--- src/rtl/intc_pkg.sv ---
package intc_pkg;
  localparam int NUM_SRC = 7;
  localparam int ADDR_W  = 8;
  localparam int DATA_W  = 32;

  // status / mask bit positions decoded by software
  localparam int BIT_MODF   = 1;
  localparam int BIT_TXLOW  = 2;
  localparam int BIT_TXFULL = 3;
  localparam int BIT_RXNE   = 4;

  typedef struct packed {
    logic stsClr;
    logic maskSet;
    logic maskClr;
    logic thrWr;
  } ctlStrobe_t;

  typedef enum logic [1:0] {
    RD_NONE = 2'd0,
    RD_STS  = 2'd1,
    RD_MASK = 2'd2,
    RD_THR  = 2'd3
  } rdSel_t;
endpackage

--- src/rtl/intc_ctrl.sv ---
module intc_ctrl
  import intc_pkg::*;
#(
  parameter logic [ADDR_W-1:0] STS_OFS  = 8'h04,
  parameter logic [ADDR_W-1:0] SET_OFS  = 8'h08,
  parameter logic [ADDR_W-1:0] CLR_OFS  = 8'h0C,
  parameter logic [ADDR_W-1:0] MASK_OFS = 8'h10,
  parameter logic [ADDR_W-1:0] THR_OFS  = 8'h28
) (
  input  logic              regWr,
  input  logic [ADDR_W-1:0] regAddr,
  output ctlStrobe_t        strobe,
  output rdSel_t            rdSel
);
  always_comb begin
    strobe         = '0;
    strobe.stsClr  = regWr && (regAddr == STS_OFS);
    strobe.maskSet = regWr && (regAddr == SET_OFS);
    strobe.maskClr = regWr && (regAddr == CLR_OFS);
    strobe.thrWr   = regWr && (regAddr == THR_OFS);
  end

  always_comb begin
    unique case (regAddr)
      STS_OFS:  rdSel = RD_STS;
      MASK_OFS: rdSel = RD_MASK;
      THR_OFS:  rdSel = RD_THR;
      default:  rdSel = RD_NONE;
    endcase
  end
endmodule

--- src/rtl/intc_bitcell.sv ---
module intc_bitcell (
  input  logic clk,
  input  logic rstN,
  input  logic setIn,
  input  logic clrIn,
  output logic q
);
  // a clear beats a set in the same cycle
  always_ff @(posedge clk) begin
    if (!rstN)      q <= 1'b0;
    else if (clrIn) q <= 1'b0;
    else if (setIn) q <= 1'b1;
  end
endmodule

--- src/rtl/intc_datapath.sv ---
module intc_datapath
  import intc_pkg::*;
#(
  parameter int FIFO_DEPTH = 128,
  parameter int LVL_W      = $clog2(FIFO_DEPTH + 1),
  parameter int THR_RST    = 1
) (
  input  logic               clk,
  input  logic               rstN,
  input  ctlStrobe_t         strobe,
  input  rdSel_t             rdSel,
  input  logic [DATA_W-1:0]  wdata,
  input  logic [NUM_SRC-1:0] pulseEvt,
  input  logic [LVL_W-1:0]   txLevel,
  input  logic [LVL_W-1:0]   rxLevel,
  output logic [NUM_SRC-1:0] stsQ,
  output logic [NUM_SRC-1:0] maskQ,
  output logic [DATA_W-1:0]  rdata,
  output logic               irq
);
  localparam int WD_USED = (LVL_W > NUM_SRC) ? LVL_W : NUM_SRC;
  localparam logic [LVL_W-1:0] FULL_LVL = LVL_W'(FIFO_DEPTH);

  logic [LVL_W-1:0]   thrQ;
  logic [NUM_SRC-1:0] levelEvt;
  logic [NUM_SRC-1:0] evt;
  logic [NUM_SRC-1:0] stsClrBits;
  logic [NUM_SRC-1:0] maskSetBits;
  logic [NUM_SRC-1:0] maskClrBits;
  logic               unusedWdata;

  assign unusedWdata = ^wdata[DATA_W-1:WD_USED];

  always_comb begin
    levelEvt             = '0;
    levelEvt[BIT_TXLOW]  = txLevel < thrQ;
    levelEvt[BIT_TXFULL] = txLevel == FULL_LVL;
    levelEvt[BIT_RXNE]   = rxLevel != '0;
  end

  assign evt         = pulseEvt | levelEvt;
  assign stsClrBits  = strobe.stsClr  ? wdata[NUM_SRC-1:0] : '0;
  assign maskSetBits = strobe.maskSet ? wdata[NUM_SRC-1:0] : '0;
  assign maskClrBits = strobe.maskClr ? wdata[NUM_SRC-1:0] : '0;

  for (genvar i = 0; i < NUM_SRC; i++) begin : g_bit
    intc_bitcell u_sts (
      .clk(clk), .rstN(rstN), .setIn(evt[i]), .clrIn(stsClrBits[i]), .q(stsQ[i])
    );
    intc_bitcell u_mask (
      .clk(clk), .rstN(rstN), .setIn(maskSetBits[i]), .clrIn(maskClrBits[i]), .q(maskQ[i])
    );
  end

  always_ff @(posedge clk) begin
    if (!rstN)             thrQ <= LVL_W'(THR_RST);
    else if (strobe.thrWr) thrQ <= wdata[LVL_W-1:0];
  end

  always_comb begin
    unique case (rdSel)
      RD_STS:  rdata = DATA_W'(stsQ);
      RD_MASK: rdata = DATA_W'(maskQ);
      RD_THR:  rdata = DATA_W'(thrQ);
      default: rdata = '0;
    endcase
  end

  assign irq = |(stsQ & maskQ);
endmodule

--- src/rtl/intc_top.sv ---
module intc_top
  import intc_pkg::*;
#(
  parameter int FIFO_DEPTH = 128,
  localparam int LVL_W     = $clog2(FIFO_DEPTH + 1)
) (
  input  logic               clk,
  input  logic               rstN,
  input  logic               regWr,
  input  logic [ADDR_W-1:0]  regAddr,
  input  logic [DATA_W-1:0]  regWdata,
  output logic [DATA_W-1:0]  regRdata,
  input  logic [NUM_SRC-1:0] pulseEvt,
  input  logic [LVL_W-1:0]   txLevel,
  input  logic [LVL_W-1:0]   rxLevel,
  output logic               irq
);
  ctlStrobe_t         strobe;
  rdSel_t             rdSel;
  logic [NUM_SRC-1:0] stsQ;
  logic [NUM_SRC-1:0] maskQ;

  intc_ctrl u_ctrl (
    .regWr(regWr), .regAddr(regAddr), .strobe(strobe), .rdSel(rdSel)
  );

  intc_datapath #(.FIFO_DEPTH(FIFO_DEPTH), .LVL_W(LVL_W), .THR_RST(1)) u_dp (
    .clk(clk), .rstN(rstN), .strobe(strobe), .rdSel(rdSel), .wdata(regWdata),
    .pulseEvt(pulseEvt), .txLevel(txLevel), .rxLevel(rxLevel),
    .stsQ(stsQ), .maskQ(maskQ), .rdata(regRdata), .irq(irq)
  );
endmodule

--- config.mk ---
export PLATFORM = sky130hd
export DESIGN_NAME = intc_top
export DESIGN_NICKNAME = d
export VERILOG_FILES = /design/src/rtl/intc_pkg.sv /design/src/rtl/intc_ctrl.sv /design/src/rtl/intc_bitcell.sv /design/src/rtl/intc_datapath.sv /design/src/rtl/intc_top.sv
export SDC_FILE = /design/constraint.sdc
export NUM_CORES = 1
export LEC_CHECK = 0
export BUFFER_PORTS_ARGS = -buffer_cell sky130_fd_sc_hd__buf_2
export CELL_PAD_IN_SITES_DETAIL_PLACEMENT = 0
export CELL_PAD_IN_SITES_GLOBAL_PLACEMENT = 1
export CORE_ASPECT_RATIO = 1.4
export CORE_MARGIN = 1.5
export CORE_UTILIZATION = 25
export DETAILED_ROUTE_END_ITERATION = 6
export PLACE_DENSITY = 0.77
export SLEW_MARGIN = 5
export SYNTH_ARGS = -nofsm -noshare
export SYNTH_HDL_FRONTEND = slang
export SYNTH_SLANG_ARGS = --single-unit
--- constraint.sdc ---
create_clock -name clk -period 1.8 [get_ports clk]
set_input_delay 0.18 -clock clk [delete_from_list [all_inputs] [get_ports clk]]
set_output_delay 0.18 -clock clk [all_outputs]
set_load 0.01 [all_outputs]
==> metrics <==
worst r2r dst=u_dp.g_bit[2].u_sts.q$_SDFFE_PP0P_; IO Pins=99; Initial Util=26.3%; Psw=246 uW; port bufs=50; deepest clock path buffer count=2; min cycle time layout=1.64 ns; Slew Limit Fails=0; via count=1371; PD cells=540 nW/um^2; GR Overflow Total=0; die footprint=6380 sq um; #FFs+latches synth=22; overall power=951 uW; Post-Synthesis Cells=177; root buf cell=clkbuf_8; Setup Skew=0.00257 ns; Post-CTS Setup Bufs=0; first-pass GRT wire length=5510 um; Ant. Diodes=0; critical path endpoint category=output port; clock share of power=31.3%; Hold Vio Cnt, Final=0; Register-to-Register Setup Slack=0.35 ns; WHS Path Cells=2; final RePlAce weighted congestion=0.791; # fillers=643; via/cell ratio=4.63; Leak=0.000768 uW; MaxCap Viol Count=0; Core Rows=32; Synth area leader=dfxtp_1; area of the core=5610 sq um; drt total wl=3640 um; Sw Share=25.9%; setup ws final=0.159 ns; # DRC=0; htree depth=1; Max Freq=610 MHz; pre-CTS setup slack=0.136 ns; clk slew on worst S/H paths=0.08 ns; Yosys warnings=0; Skew-Pair Late Insertion Delay=0.25 ns; r2r startpoint=u_dp.thrQ[5]$_SDFFE_PN0P_; syn_area_per_cell=8.33 sq um; 1st-iter DRT viols=34; CP max FO=6; CTS Buf Count=3; Main synth FF type=dfxtp_1; Flop pwr share=53.4%; initial antenna violation count=0; cts repair resizes=0; Comb power frac=15.3%; remaining antenna violation count=0; Die Ht=93.9 um; period utilization=91.1%; Nets=303; number of flops mapped to enable cells by yosys=0; main area contributors after synthesis=dfxtp_1 30%, buf_4 13%, a21oi_1 6.1%; Worst Setup Path Type=primary input to output port; Async SR Flop Fraction=0%; CTS tree=yes; startpoint types=primary input; worst hold start=regWdata[4]; RSZ-0062 raised after global routing=false; hpwl dp=2940 um; cells on worst reg2reg path=6; largest net degree at the start of global routing=17; gr usage total=11.3%; run status=completed; Internal=705 uW; sequential fraction of the synthesis area=29.9%; First-pass DRT Iterations=4; commonest non-fill, non-tap cell in the layout=buf_2; Synth top area share=29.9%; vias in the first global route=1201; CP Data Required Time=1.62 ns; Crit path arrival time=1.46 ns; mapped cell area=1480 sq um; die width=67.9 um; end of the worst hold path=u_dp.g_bit[4].u_sts.q$_SDFFE_PP0P_; clk sinks=22; Distinct cells, synth=36; Area growth, synth to finish=19.5%; hold_buf cts=0; Hold Crit Class=primary input to register; Max VDD drop=0.210 mV; Setup violations, final=0; WL/cell=12.3 um; proportion of layout cells with a drive suffix above 1=31.1%; most frequent cells in the layout=50 x buf_2, 24 x nand2_1, 24 x conb_1; setup_tns=0 ns
## cells in the mapped netlist (all sizes together) (3+ instances only)
| cell type | count |
|---|---|
| buf | 29 |
| nor2 | 3 |
| ha | 7 |
| clkbuf | 4 |
| a21oi | 22 |
| a311oi | 7 |
| nor4 | 3 |
| o21ai | 7 |
| nand3 | 11 |
| nand2 | 24 |
| a22oi | 9 |
| inv | 8 |
| dfxtp | 22 |
## metal layers
metal | share of wire [%] | global-route usage [%]
met5 | 0 | 0
met3 | 6.4 | 1.68
met1 | 41 | 14.5
met4 | 0.74 | 3.50
met2 | 51 | 19.2
## cell families (layout without fill, tap and decap cells)
| group | count (synthesis) | after routing | synth area share [%] |
|---|---|---|---|
| compound gates | 50 | 50 | 23.7 |
| fa+ha+maj | 7 | 7 | 5.94 |
| buf+inv | 41 | 69 | 18.8 |
| flops | 22 | 22 | 29.9 |
| other cells | 1 | 24 | 0.254 |
| simple gates | 56 | 56 | 21.5 |
## cell type report
| class | count | area [sq um] | area share, % |
|---|---|---|---|
| inverter | 8 | 30.0 | 1.70 |
| multi-input combinational | 137 | 843 | 47.8 |
| timing repair buffer | 58 | 323 | 18.3 |
| tap | 68 | 85.1 | 4.83 |
| clock buffer | 3 | 41.3 | 2.34 |
| sequential | 22 | 440 | 25.0 |
## power groups by stage
stage | logic, uW | registers [uW] | clock network, uW
5_1_grt | 166 | 509 | 322
4_1_cts | 147 | 508 | 307
3_5_place_dp | 146 | 520 | 0
2_1_floorplan | 109 | 516 | 0
3_3_place_gp | 144 | 520 | 0
6_report | 145 | 508 | 298
## through the flow
step                cell area (sq um)  utilization [%]  std cells  hold slack, ns
detailed placement               1720             30.7        293           0.412
finish                           1760             31.5        296           0.140
global route                     1760             31.5        296           0.155
CTS                              1760             31.5        296           0.139
global placement                 1720             30.7        293           0.412
floorplan                        1560                -        200           0.252
## how the worst max path moves through the flow
stage / from / to / slack (ns) / cells after the start
finish: regAddr[1] / regRdata[1] / 0.16 / 7
global route: regAddr[1] / regRdata[2] / 0.03 / 7
CTS: regAddr[1] / regRdata[6] / 0.13 / 7
detailed placement: regAddr[1] / regRdata[6] / 0.14 / 7
global placement: regAddr[1] / regRdata[6] / 0.15 / 7
floorplan: regAddr[1] / u_dp.g_bit[3].u_sts.q$_SDFFE_PP0P_ / 0.43 / 5
## worst max-delay path, cell delays in order
cell,delay [ns]
buf_2,0.11
nor4_4,0.35
nor4b_4,0.33
buf_4,0.20
a22oi_1,0.07
nand2_1,0.09
buf_2,0.13
## state kept, by name, summed over array words and instances, names as in the netlist
signal and cells:
u_dp.g_bit.u_sts.q 7, u_dp.g_bit.u_mask.q 7, u_dp.thrQ 8
(Power assumes the default switching activity.)
